## config.mk

```make
export PLATFORM = sky130hd
export DESIGN_NAME = disp_scan6
export DESIGN_NICKNAME = d
export VERILOG_FILES = /design/src/rtl/disp_scan_pkg.sv /design/src/rtl/scan_timer.sv /design/src/rtl/johnson_seq.sv /design/src/rtl/digit_out.sv /design/src/rtl/disp_scan6.sv
export SDC_FILE = /design/constraint.sdc
export NUM_CORES = 1
export LEC_CHECK = 0
export CORE_UTILIZATION = 39
export DETAILED_ROUTE_END_ITERATION = 10
export PLACE_DENSITY = 0.84
export SETUP_SLACK_MARGIN = 0.05
export SKIP_CTS_REPAIR_TIMING = 1
export SYNTH_ARGS = -nofsm -noshare
export SYNTH_HDL_FRONTEND = slang
export SYNTH_SLANG_ARGS = --single-unit
```

## constraint.sdc

```tcl
create_clock -name clk -period 3.88 [get_ports clk]
set_input_delay 0.582 -clock clk [delete_from_list [all_inputs] [get_ports clk]]
set_output_delay 0.582 -clock clk [all_outputs]
set_load 0.05 [all_outputs]
```

## src/rtl/disp_scan_pkg.sv

```systemverilog
package disp_scan_pkg;

  typedef logic [6:0] seg_t;

  // Segment a = bit0 ... g = bit6, lit = 1; codes above 9 give a dark digit.
  function automatic seg_t seg_decode(input logic [3:0] code);
    case (code)
      4'd0:    seg_decode = 7'h3F;
      4'd1:    seg_decode = 7'h06;
      4'd2:    seg_decode = 7'h5B;
      4'd3:    seg_decode = 7'h4F;
      4'd4:    seg_decode = 7'h66;
      4'd5:    seg_decode = 7'h6D;
      4'd6:    seg_decode = 7'h7D;
      4'd7:    seg_decode = 7'h07;
      4'd8:    seg_decode = 7'h7F;
      4'd9:    seg_decode = 7'h6F;
      default: seg_decode = 7'h00;
    endcase
  endfunction

endpackage

```

## src/rtl/scan_timer.sv

```systemverilog
module scan_timer #(
  parameter int SCAN_DIV  = 64,
  parameter int BLANK_CYC = 8
) (
  input  logic clk,
  input  logic rst_n,
  input  logic set_n,
  output logic tick_o,
  output logic blank_o
);
  localparam int CW = (SCAN_DIV > 1) ? $clog2(SCAN_DIV) : 1;
  localparam logic [CW-1:0] LAST  = CW'(SCAN_DIV - 1);
  localparam logic [CW-1:0] BLANK = CW'(BLANK_CYC);

  logic [CW-1:0] cnt;

  always_ff @(posedge clk or negedge rst_n) begin
    if (!rst_n)          cnt <= '0;
    else if (!set_n)     cnt <= BLANK;   // hold just past the gap: MSD lit
    else if (cnt == LAST) cnt <= '0;
    else                 cnt <= cnt + CW'(1);
  end

  assign tick_o  = set_n && (cnt == LAST);
  assign blank_o = (cnt < BLANK);
endmodule

```

## src/rtl/johnson_seq.sv

```systemverilog
module johnson_seq #(
  parameter int DIGITS = 6,
  parameter int POS_W  = 3
) (
  input  logic             clk,
  input  logic             rst_n,
  input  logic             force_msd,
  input  logic             tick,
  output logic [POS_W-1:0] pos_o
);
  localparam int W = DIGITS / 2;

  logic [W-1:0] jst;

  function automatic logic [W-1:0] j_next(input logic [W-1:0] s);
    logic [W-1:0] n;
    n[0] = ~s[W-1];
    for (int i = 1; i < W; i++) n[i] = s[i-1];
    return n;
  endfunction

  // Sequence step: 0 at all-zero, rising while ones fill from bit 0, then falling.
  function automatic logic [POS_W-1:0] j_pos(input logic [W-1:0] s);
    int c;
    c = 0;
    for (int i = 0; i < W; i++) c += int'(s[i]);
    if (s[0])        return POS_W'(c);
    else if (c == 0) return '0;
    else             return POS_W'(2 * W - c);
  endfunction

  always_ff @(posedge clk or negedge rst_n) begin
    if (!rst_n)         jst <= '0;
    else if (force_msd) jst <= '0;
    else if (tick)      jst <= j_next(jst);
  end

  assign pos_o = j_pos(jst);
endmodule

```

## src/rtl/digit_out.sv

```systemverilog
module digit_out
  import disp_scan_pkg::*;
#(
  parameter int DIGITS = 6,
  parameter int POS_W  = 3
) (
  input  logic [DIGITS*4-1:0] digits_bcd,
  input  logic [POS_W-1:0]    pos,
  input  logic                blank,
  input  logic                set_n,
  input  logic                lzb_off,
  output logic [DIGITS-1:0]   strobe,
  output logic [3:0]          bcd_out,
  output seg_t                seg_out
);
  logic [POS_W-1:0] idx;
  logic [DIGITS:0]  lead;
  logic [DIGITS-1:0] sup;

  assign idx     = POS_W'(DIGITS - 1) - pos;
  assign bcd_out = digits_bcd[idx*4 +: 4];
  assign lead[DIGITS] = 1'b1;

  for (genvar i = 0; i < DIGITS; i++) begin : g_dig
    assign lead[i]   = lead[i+1] && (digits_bcd[i*4 +: 4] == 4'd0);
    assign strobe[i] = !blank && (idx == POS_W'(i));
    if (i == 0) begin : g_lsd
      assign sup[i] = 1'b0;
    end else begin : g_up
      assign sup[i] = lead[i] && !lzb_off;
    end
  end

  assign seg_out = (blank || !set_n || sup[idx]) ? 7'h00 : seg_decode(bcd_out);
endmodule

```

## src/rtl/disp_scan6.sv

```systemverilog
module disp_scan6 #(
  parameter int DIGITS    = 6,
  parameter int SCAN_DIV  = 64,
  parameter int BLANK_CYC = SCAN_DIV / 8
) (
  input  logic                clk,
  input  logic                rst_n,
  input  logic                set_n,
  input  logic                lzb_off,
  input  logic [DIGITS*4-1:0] digits_bcd,
  output logic [DIGITS-1:0]   strobe,
  output logic [3:0]          bcd_out,
  output logic [6:0]          seg_out
);
  localparam int POS_W = $clog2(DIGITS);

  logic             tick_w;
  logic             blank_w;
  logic [POS_W-1:0] pos_w;

  scan_timer #(.SCAN_DIV(SCAN_DIV), .BLANK_CYC(BLANK_CYC)) u_timer (
    .clk(clk), .rst_n(rst_n), .set_n(set_n),
    .tick_o(tick_w), .blank_o(blank_w)
  );

  johnson_seq #(.DIGITS(DIGITS), .POS_W(POS_W)) u_seq (
    .clk(clk), .rst_n(rst_n), .force_msd(!set_n),
    .tick(tick_w), .pos_o(pos_w)
  );

  digit_out #(.DIGITS(DIGITS), .POS_W(POS_W)) u_out (
    .digits_bcd(digits_bcd), .pos(pos_w), .blank(blank_w),
    .set_n(set_n), .lzb_off(lzb_off),
    .strobe(strobe), .bcd_out(bcd_out), .seg_out(seg_out)
  );
endmodule

```

==> results of run 1 <==
==> kinds of logic after synthesis <==
| kind of cell | count (synthesis) |
|---|---|
| fa+ha+maj | 9 |
| mux | 13 |
| simple gates | 50 |
| compound gates | 27 |
| xor+xnor | 5 |
| buf+inv | 14 |
| flops | 9 |
==> power breakdown <==
part	total (W)	internal (W)	leakage, nW	switching (W)
clock	0.0000670	0.0000393	0.0150	0.0000277
sequential	0.0000985	0.0000966	0.118	0.00000189
combinational	0.000155	0.0000797	0.737	0.0000754
==> worst min-delay path by stage <==
stage,end,slack [ns],cells after the start
floorplan,u_seq.jst[0],0.29,0
global placement,u_timer.cnt[0],0.45,1
detailed placement,u_timer.cnt[0],0.45,1
CTS,u_timer.cnt[0],0.46,1
global route,u_timer.cnt[0],0.48,1
finish,u_timer.cnt[0],0.46,1
==> metrics by stage <==
stage          setup TNS [ns]  hold slack, ns  total power, W  setup WS (ns)
2_1_floorplan          -1.408          0.2864       0.0001723        -0.4012
6_report              -0.3681          0.4589       0.0003206        -0.1100
4_1_cts               -0.8104          0.4617       0.0003166        -0.1844
3_5_place_dp                0          0.4527       0.0002471        0.08909
3_3_place_gp                0          0.4466       0.0002443         0.1904
5_1_grt                -1.211          0.4803       0.0003338        -0.2148
==> metal layers <==
metal	GRT usage (%)	share of wire, %	up-vias
met5	0	0	-
met4	5.000	0.44	0
met3	0.5464	8.2	2
met2	39.76	53	52
met1	25.46	38	545
li1	-	-	571
==> state kept, by name, indices dropped and copies added (netlist names) <==
register and count:
u_seq.jst 3, u_timer.cnt 6
==> worst max-delay path: stages, from the launching register on <==
cell	delay (ns)
dfrtp_1	0.36
inv_2	0.06
fa_2	0.62
buf_8	0.18
mux2_2	0.39
a221oi_4	0.49
inv_2	0.12
ha_4	0.19
mux2_4	0.29
a211oi_4	0.28
buf_12	0.17
==> area by class of cell <==
class | instances | share of cell area, %
timing repair buffer | 57 | 34.61
sequential | 9 | 11.08
tap | 30 | 1.847
inverter | 10 | 2.094
clock buffer | 4 | 1.293
multi-input combinational | 104 | 49.08
==> synth_stat cells, drive strengths merged <==
master	instances	area, µm²
or3	2	12.51
o211ai	1	7.510
nor4	3	18.77
mux2	10	120.1
and2	6	37.54
a21oi	5	28.78
xnor2	1	8.760
nand3	3	15.01
or2	1	6.260
nor3b	2	15.01
o21ai	7	35.03
clkbuf	1	3.750
dfrtp	9	225.2
a221oi	2	41.29
o31ai	1	7.510
or4	1	7.510
or3b	1	8.760
a311oi	3	26.28
fa	1	20.02
a222oi	1	10.01
and3	2	12.51
nor2	7	26.28
or2b	2	15.01
ha	8	100.1
a21boi	1	7.510
nor3	2	10.01
nand2b	4	25.02
buf	3	21.27
a221o	1	10.01
nand2	12	45.04
o211a	1	10.01
inv	10	37.53
mux2i	3	30.03
a211oi	2	20.02
a31o	1	8.760
a2111oi	1	8.760
xor2	4	35.03
nor2b	1	6.260
nor4b	1	8.760
==> results.json, run 1 <==
{
  "dieArea_mm2": 0.003020,
  "endpoint": "seg_out[6]",
  "clk_pin_slew_ns": 0.05,
  "firstDrtPassIters": 4,
  "drive_above_1_share_pct": 38.59,
  "cts_buffers": 3,
  "drv_cap": 0,
  "status": "finished with violations",
  "drv_slew": 0,
  "syn_nets": 164,
  "layout_common_cells": "clkdlybuf4s50_1, buf_12, buf_4",
  "synth-seq-cells": 9,
  "synthXorXnorAreaFrac_pct": 4.005,
  "design.core.area_mm2": 0.002567,
  "fin_crit_sh_pct": 102.8,
  "antenna_cells": 0,
  "ff_latch_area_um2": 225.2,
  "setup_viol": 5,
  "cts_tree": "built",
  "reg2regPathDepth": 6,
  "grt_max_degree": 19,
  "hp-class": "reg -> reg",
  "clock.fmax_mhz": 250.6,
  "rows": 18,
  "start_kind": "flip-flop",
  "rr_endpoint": "u_seq.jst[2]",
  "place_congestion": 0.8681,
  "stdcell_area_mm2": 0.002032,
  "dpl_cell_area_mm2": 0.001879,
  "io_buffers": 44,
  "yosys-mux-area-fraction_pct": 13.73,
  "fin_cells": 214,
  "mostFrequentLayoutCell": "clkdlybuf4s50_1",
  "grt_pass1_wl_um": 4533,
  "synth_cells": 127,
  "detail-route-antenna-nets": 0,
  "start_util_pct": 42.59,
  "ios": 45,
  "multi_input_area_um2": 997.2,
  "cts_num_sinks": 9,
  "slew_headroom_pct": 51.10,
  "fin_util_pct": 79.14,
  "grt_pass1_vias": 1024,
  "die_width_um": 54.95,
  "synth_warnings": 0,
  "synth_cell_type_count": 46,
  "area_delta_synth_final_pct": 85.81,
  "worst_ep_required_time_ns": 3.30,
  "cp-startpoint": "u_seq.jst[0]",
  "syn_area_per_cell_um2": 8.611,
  "nets": 222,
  "tightest_slew_ns": 0.7335,
  "reg2reg_from": "u_timer.cnt[0]",
  "synth_fa_ha_area_share_pct": 10.98,
  "yosys.area_share.simple_pct": 24.71,
  "rsz0062_at_grt": "yes",
  "die_h_um": 54.95,
  "regToRegSetupSlack_ns": 2.38,
  "cp.arrival_ns": 3.41,
  "hold_violations": 0,
  "vdd_drop_max_uv": 236.9,
  "violations": "setup timing",
  "place.detailed.hpwl_um": 2653,
  "p_per_area_mw_per_mm2": 157.8,
  "antenna_found_initial": 0,
  "end_kind": "output port",
  "fin_skew_ns": 0.002299,
  "grt_usage_pct": 20.81,
  "nFillCells": 161,
  "drc": 0,
  "synth_top_family_by_area": "simple AND/OR/NAND/NOR gates",
  "syn_area_mm2": 0.001094,
  "p_leak_nw": 0.8702,
  "viasPerCell": 5.467,
  "fin_crit_ns": 3.990,
  "first_iter_violations": 19,
  "h-tree-depth": 1,
  "hold_start": "u_timer.cnt[0]",
  "placed_cells": 203,
  "clk_latency_ns": 0.25,
  "crit_type": "reg -> out",
  "yosysSeqAreaShare_pct": 20.59,
  "vias": 1170,
  "wire_per_inst_um": 15.86,
  "synth_compound_area_share_pct": 20.25,
  "setup_slack_ns": -0.1100,
  "grt_remaining_overflow": 0,
  "root_buffer": "clkbuf_4",
  "path_max_fanout": 18,
  "wirelength_um": 3394,
  "clk_path_buf_depth": 2
}
(Power assumes the default switching activity.)
==> inputs of run 2 (changes only) <==
ABC_AREA = 0   (was unset)
CORE_UTILIZATION = 45   (was 39)
PLACE_DENSITY = 0.9   (was 0.84)
clock period = 5.1 ns   (was 3.88 ns; I/O delays follow)
==> results.json, run 2 (synthesis results as in run 1) <==
{
  "status": "complete, no violations",
  "firstDrtPassIters": 4,
  "drv_slew": 0,
  "cp_common_cell": "inv_1",
  "drive_above_1_share_pct": 20.00,
  "dieArea_mm2": 0.002631,
  "drv_cap": 0,
  "clk_path_buf_depth": 2,
  "path_cells": "inv_1 -> fa_1 -> inv_1 -> ha_1 -> xor2_1 -> o31ai_1 -> buf_4 -> a222oi_1 -> inv_1 -> ha_1 -> nand2b_1 -> a311oi_2 -> buf_12",
  "reg2reg_from": "u_timer.cnt[0]",
  "regToRegSetupSlack_ns": 3.57,
  "area_delta_synth_final_pct": 54.12,
  "start_kind": "flip-flop",
  "fin_cells": 203,
  "rsz0062_at_grt": "no",
  "multi_input_area_um2": 823.3,
  "fin_crit_ns": 4.782,
  "vdd_drop_max_uv": 172.1,
  "grt_remaining_overflow": 0,
  "place_congestion": 0.9231,
  "path_max_fanout": 12,
  "clock.fmax_mhz": 209.1,
  "placed_cells": 197,
  "die_h_um": 51.30,
  "setup_tns_ns": 0,
  "hp-class": "reg -> reg",
  "root_buffer": "clkbuf_4",
  "fin_skew_ns": 0.003149,
  "grt_pass1_wl_um": 5092,
  "reg2regPathDepth": 6,
  "mostFrequentLayoutCell": "clkdlybuf4s50_1",
  "cp.arrival_ns": 4.02,
  "clk_pin_slew_ns": 0.06,
  "slew_headroom_pct": 61.50,
  "vias": 1165,
  "grt_max_degree": 19,
  "hold_depth": 1,
  "critPathMaxStageDelay_ns": 0.58,
  "antenna_cells": 0,
  "cts_buffers": 3,
  "fin_crit_sh_pct": 93.77,
  "drc": 0,
  "die_width_um": 51.30,
  "regMostFlops": "u_timer.cnt",
  "grt_usage_pct": 25.72,
  "cts_tree": "built",
  "worst_ep_required_time_ns": 4.34,
  "antenna_found_initial": 0,
  "nets": 213,
  "tightest_slew_ns": 0.5630,
  "largestRegisters": "u_timer.cnt (6), u_seq.jst (3)",
  "clk_latency_ns": 0.25,
  "cp-startpoint": "u_seq.jst[0]",
  "start_util_pct": 48.50,
  "p_per_area_mw_per_mm2": 134.7,
  "design.core.area_mm2": 0.002255,
  "hold_violations": 0,
  "layout_common_cells": "clkdlybuf4s50_1, nand2_1, inv_1, dfrtp_1",
  "wire_per_inst_um": 16.97,
  "critPathTopFamily": "adder cells",
  "io_buffers": 44,
  "place.detailed.hpwl_um": 2575,
  "first_iter_violations": 17,
  "cp_num_buf_inv": 5,
  "detail-route-antenna-nets": 0,
  "h-tree-depth": 1,
  "grt_pass1_vias": 1158,
  "crit_type": "reg -> out",
  "hold_start": "u_timer.cnt[0]",
  "cp_num_cells": 13,
  "viasPerCell": 5.739,
  "cpMaxStageDelayCell": "fa_1",
  "p_leak_nw": 0.7573,
  "largest_reg_flops": 6,
  "fin_util_pct": 74.75,
  "nFillCells": 167,
  "end_kind": "output port",
  "cts_num_sinks": 9,
  "ios": 45,
  "rows": 17,
  "wirelength_um": 3445,
  "setup_viol": 0,
  "ff_latch_area_um2": 225.2
}
-- run 2: cell types whose count changed in the layout (fill, tap and decap cells not counted), moves of 2 or more --
cell / previous run / this run
ha_1: 5 / 8
ha_4: 3 / 0
a311oi_2: 0 / 2
a211oi_4: 2 / 0
a311oi_4: 3 / 0
buf_12: 16 / 7
nand2_1: 10 / 12
inv_4: 2 / 0
buf_4: 13 / 5
a211oi_2: 0 / 2
inv_1: 5 / 9
inv_2: 3 / 1
clkdlybuf4s50_1: 27 / 36
-- run 2: final timing paths --
path | end
min in group asynchronous | u_timer.cnt[3]
hold / removal | u_timer.cnt[0]
setup / recovery | seg_out[5]
setup reg to reg | u_seq.jst[1]
hold reg to reg | u_timer.cnt[0]
max in group asynchronous | u_seq.jst[2]
-- run 2: power breakdown --
group / switching (W) / internal [W] / leakage (nW)
Sequential: 0.00000154 / 0.0000734 / 0.118
Combinational: 0.0000489 / 0.0000501 / 0.624
Clock: 0.0000231 / 0.0000300 / 0.0150
-- run 2: cell type report --
type                    instances  area share (%)
multi-input cells             104           48.85
repair buffers                 48           31.92
flip-flops and latches          9           13.36
inverters                      10           2.227
well taps                      28           2.079
clock buffers                   4           1.559
-- run 2: metal layers --
layer | global-route usage (%) | routed length (µm) | part of all wire [%]
met1 | 26.18 | 1289 | 37
met2 | 50.44 | 1793 | 52
met3 | 5.952 | 269 | 7.8
met4 | 8.559 | 93 | 2.7
met5 | 0 | 0 | 0
-- run 2: metrics by stage --
step | setup slack (ns) | hold slack (ns) | area (µm²) | power (W)
after floorplan | 0.1768 | 0.4314 | 1111 | 0.0001218
after global placement | 0.7617 | 0.4451 | 1644 | 0.0001706
after detailed placement | 0.5706 | 0.4546 | 1644 | 0.0001725
after CTS | 0.2833 | 0.4642 | 1670 | 0.0002277
after global routing | 0.1136 | 0.4858 | 1685 | 0.0002384
final | 0.3179 | 0.4617 | 1685 | 0.0002271
==> inputs of run 3 (changes only) <==
ABC_AREA = 1   (was 0)
PLACE_DENSITY = 0.89   (was 0.9)
==> results.json, run 3 <==
{
  "area_delta_synth_final_pct": 41.22,
  "grt_pass1_vias": 1281,
  "syn_nets": 241,
  "netlist.area_leader.share_pct": 20.82,
  "root_buffer": "clkbuf_4",
  "grt_pass1_wl_um": 4988,
  "start_kind": "flip-flop",
  "setup_tns_ns": 0,
  "worst_ep_required_time_ns": 4.34,
  "fin_crit_sh_pct": 90.09,
  "setup_viol": 0,
  "power.share.clock_pct": 25.2,
  "grt_max_degree": 17,
  "grt_usage_pct": 23.95,
  "antenna_cells": 0,
  "synth_edf_count": 0,
  "grt_remaining_overflow": 0,
  "die_h_um": 53.42,
  "syn_area_mm2": 0.001190,
  "place.detailed.hpwl_um": 2494,
  "syn_area_per_cell_um2": 5.833,
  "swShare_pct": 34.30,
  "fin_cells": 282,
  "switchingPower_w": 0.00007360,
  "dieArea_mm2": 0.002854,
  "end_kind": "output port",
  "largestRegisters": "u_timer.cnt (6), u_seq.jst (3)",
  "vdd_drop_max_uv": 152.9,
  "cts_buffers": 3,
  "yosysSeqAreaShare_pct": 18.93,
  "yosys.cell_count.top_type": "nand2_1",
  "yosysTopAreaCell": "nand2_1",
  "status": "complete, no violations",
  "design.core.area_mm2": 0.002477,
  "clk_pin_slew_ns": 0.05,
  "clock.fmax_mhz": 217.7,
  "synth_cell_type_count": 27,
  "place_congestion": 0.8784,
  "firstDrtPassIters": 4,
  "drc": 0,
  "die_width_um": 53.42,
  "path_max_fanout": 7,
  "crit_type": "reg -> out",
  "synthFlopType": "dfrtp_1",
  "synth_warnings": 0,
  "netlist_top_cells_area": "nand2_1, dfrtp_1, nor2_1",
  "placed_cells": 278,
  "detail-route-antenna-nets": 0,
  "layout_common_cells": "nand2_1, nor2_1, clkdlybuf4s50_1",
  "rsz0062_at_grt": "no",
  "cts_num_sinks": 9,
  "antenna_found_initial": 0,
  "ios": 45,
  "hold_violations": 0,
  "comb_power_share_pct": 39.9,
  "p_per_area_mw_per_mm2": 127.7,
  "slew_headroom_pct": 66.80,
  "nFillCells": 231,
  "regMostFlops": "u_timer.cnt",
  "synth-seq-cells": 9,
  "mostFrequentLayoutCell": "nand2_1",
  "synthTopCellsByCount": "nand2_1, nor2_1, inv_1",
  "internal-power_w": 0.0001410,
  "start_util_pct": 48.03,
  "cp.arrival_ns": 3.83,
  "drive_above_1_share_pct": 11.90,
  "hp-class": "reg -> reg",
  "rows": 18,
  "wire_per_inst_um": 10.75,
  "cts_tree": "built",
  "clk_path_buf_depth": 2,
  "first_iter_violations": 16,
  "nets": 290,
  "io_buffers": 44,
  "clk_latency_ns": 0.26,
  "largest_reg_flops": 6,
  "drv_cap": 0,
  "fin_crit_ns": 4.594,
  "synth_cells": 204,
  "ys_async_sr_fraction_pct": 100.0,
  "h-tree-depth": 1,
  "p_leak_nw": 0.9028,
  "drv_slew": 0,
  "wirelength_um": 3032,
  "fin_skew_ns": 0.006840,
  "tightest_slew_ns": 0.4965,
  "viasPerCell": 4.720,
  "vias": 1331,
  "seqPwrFrac_pct": 34.9
}
-- run 3: cell count changes after synthesis, moves of 4 or more --
cell      delta
xor2_1       -4
nand3_1      +4
and2_1       -4
o21ai_0      -5
nand2b_1     -4
nand2_2      +6
mux2_2       -8
nand2_1     +54
nor2_1      +41
inv_1       +13
-- run 3: cell type report --
cell class	instances	area (µm²)	area share, %
Inverter	26	100.1	5.957
Sequential cell	9	225.2	13.40
Clock buffer	4	26.28	1.564
Multi-Input combinational cell	167	845.8	50.34
Tap cell	30	37.54	2.234
Timing Repair Buffer	46	445.4	26.51
-- run 3: critical path, stage by stage (launching register included) --
cell	delay [ns]
dfrtp_1	0.41
inv_4	0.08
fa_1	0.58
inv_2	0.05
ha_1	0.31
nand2_4	0.14
nor2_4	0.05
inv_2	0.08
a21oi_1	0.04
or2_2	0.29
nor2_1	0.26
ha_1	0.30
inv_1	0.06
nor2_1	0.05
nor2_1	0.09
clkdlybuf4s50_1	0.80
-- run 3: worst paths after layout --
| kind | end | slack, ns | start | depth (start not counted) |
|---|---|---|---|---|
| setup / recovery | seg_out[1] | 0.51 | u_seq.jst[0] | 15 |
| hold / removal | u_seq.jst[0] | 0.47 | u_seq.jst[2] | 1 |
| setup reg to reg | u_seq.jst[2] | 3.84 | u_timer.cnt[0] | 7 |
| hold reg to reg | u_seq.jst[0] | 0.47 | u_seq.jst[2] | 1 |
| max in group asynchronous | u_seq.jst[1] | 4.02 | rst_n | 1 |
| min in group asynchronous | u_timer.cnt[5] | 0.79 | rst_n | 1 |
-- run 3: kinds of logic (layout without fill, tap and decap cells) --
group / after synthesis / after routing / synth area share (%)
AO/OA/AOI/OAI: 14 / 14 / 6.625
XOR/XNOR: 1 / 1 / 0.7362
adder cells (fa/ha/maj): 9 / 9 / 10.10
buffers and inverters: 28 / 76 / 9.990
flip-flops: 9 / 9 / 18.93
AND/OR/NAND/NOR: 143 / 143 / 53.63
-- run 3: layer usage --
metal | share of wire (%) | up-vias | global-route usage (%)
met3 | 5.2 | 7 | 2.011
li1 | - | 720 | -
met5 | 0 | - | 0
met2 | 48 | 37 | 42.29
met1 | 44 | 567 | 29.17
met4 | 1.9 | 0 | 10.09
-- run 3: per-stage QoR --
stage | instance area [µm²] | hold WS (ns) | utilization (%) | setup WS [ns] | power (W)
floorplan | 1190 | 0.4305 | - | 0.5561 | 0.0001216
global placement | 1654 | 0.4461 | 66.77 | 0.9047 | 0.0001611
detailed placement | 1654 | 0.4533 | 66.77 | 0.7520 | 0.0001617
CTS | 1680 | 0.4737 | 67.83 | 0.4662 | 0.0002183
global route | 1680 | 0.4813 | 67.83 | 0.3011 | 0.0002286
finish | 1680 | 0.4690 | 67.83 | 0.5056 | 0.0002146
-- run 3: power by group through the flow --
| stage | Clock, W | Sequential (W) | Combinational, W |
|---|---|---|---|
| final | 0.0000540 | 0.0000750 | 0.0000856 |
| after global routing | 0.0000601 | 0.0000750 | 0.0000935 |
| after CTS | 0.0000573 | 0.0000749 | 0.0000860 |
| after detailed placement | 0 | 0.0000763 | 0.0000854 |
| after global placement | 0 | 0.0000761 | 0.0000850 |
| after floorplan | 0 | 0.0000757 | 0.0000459 |
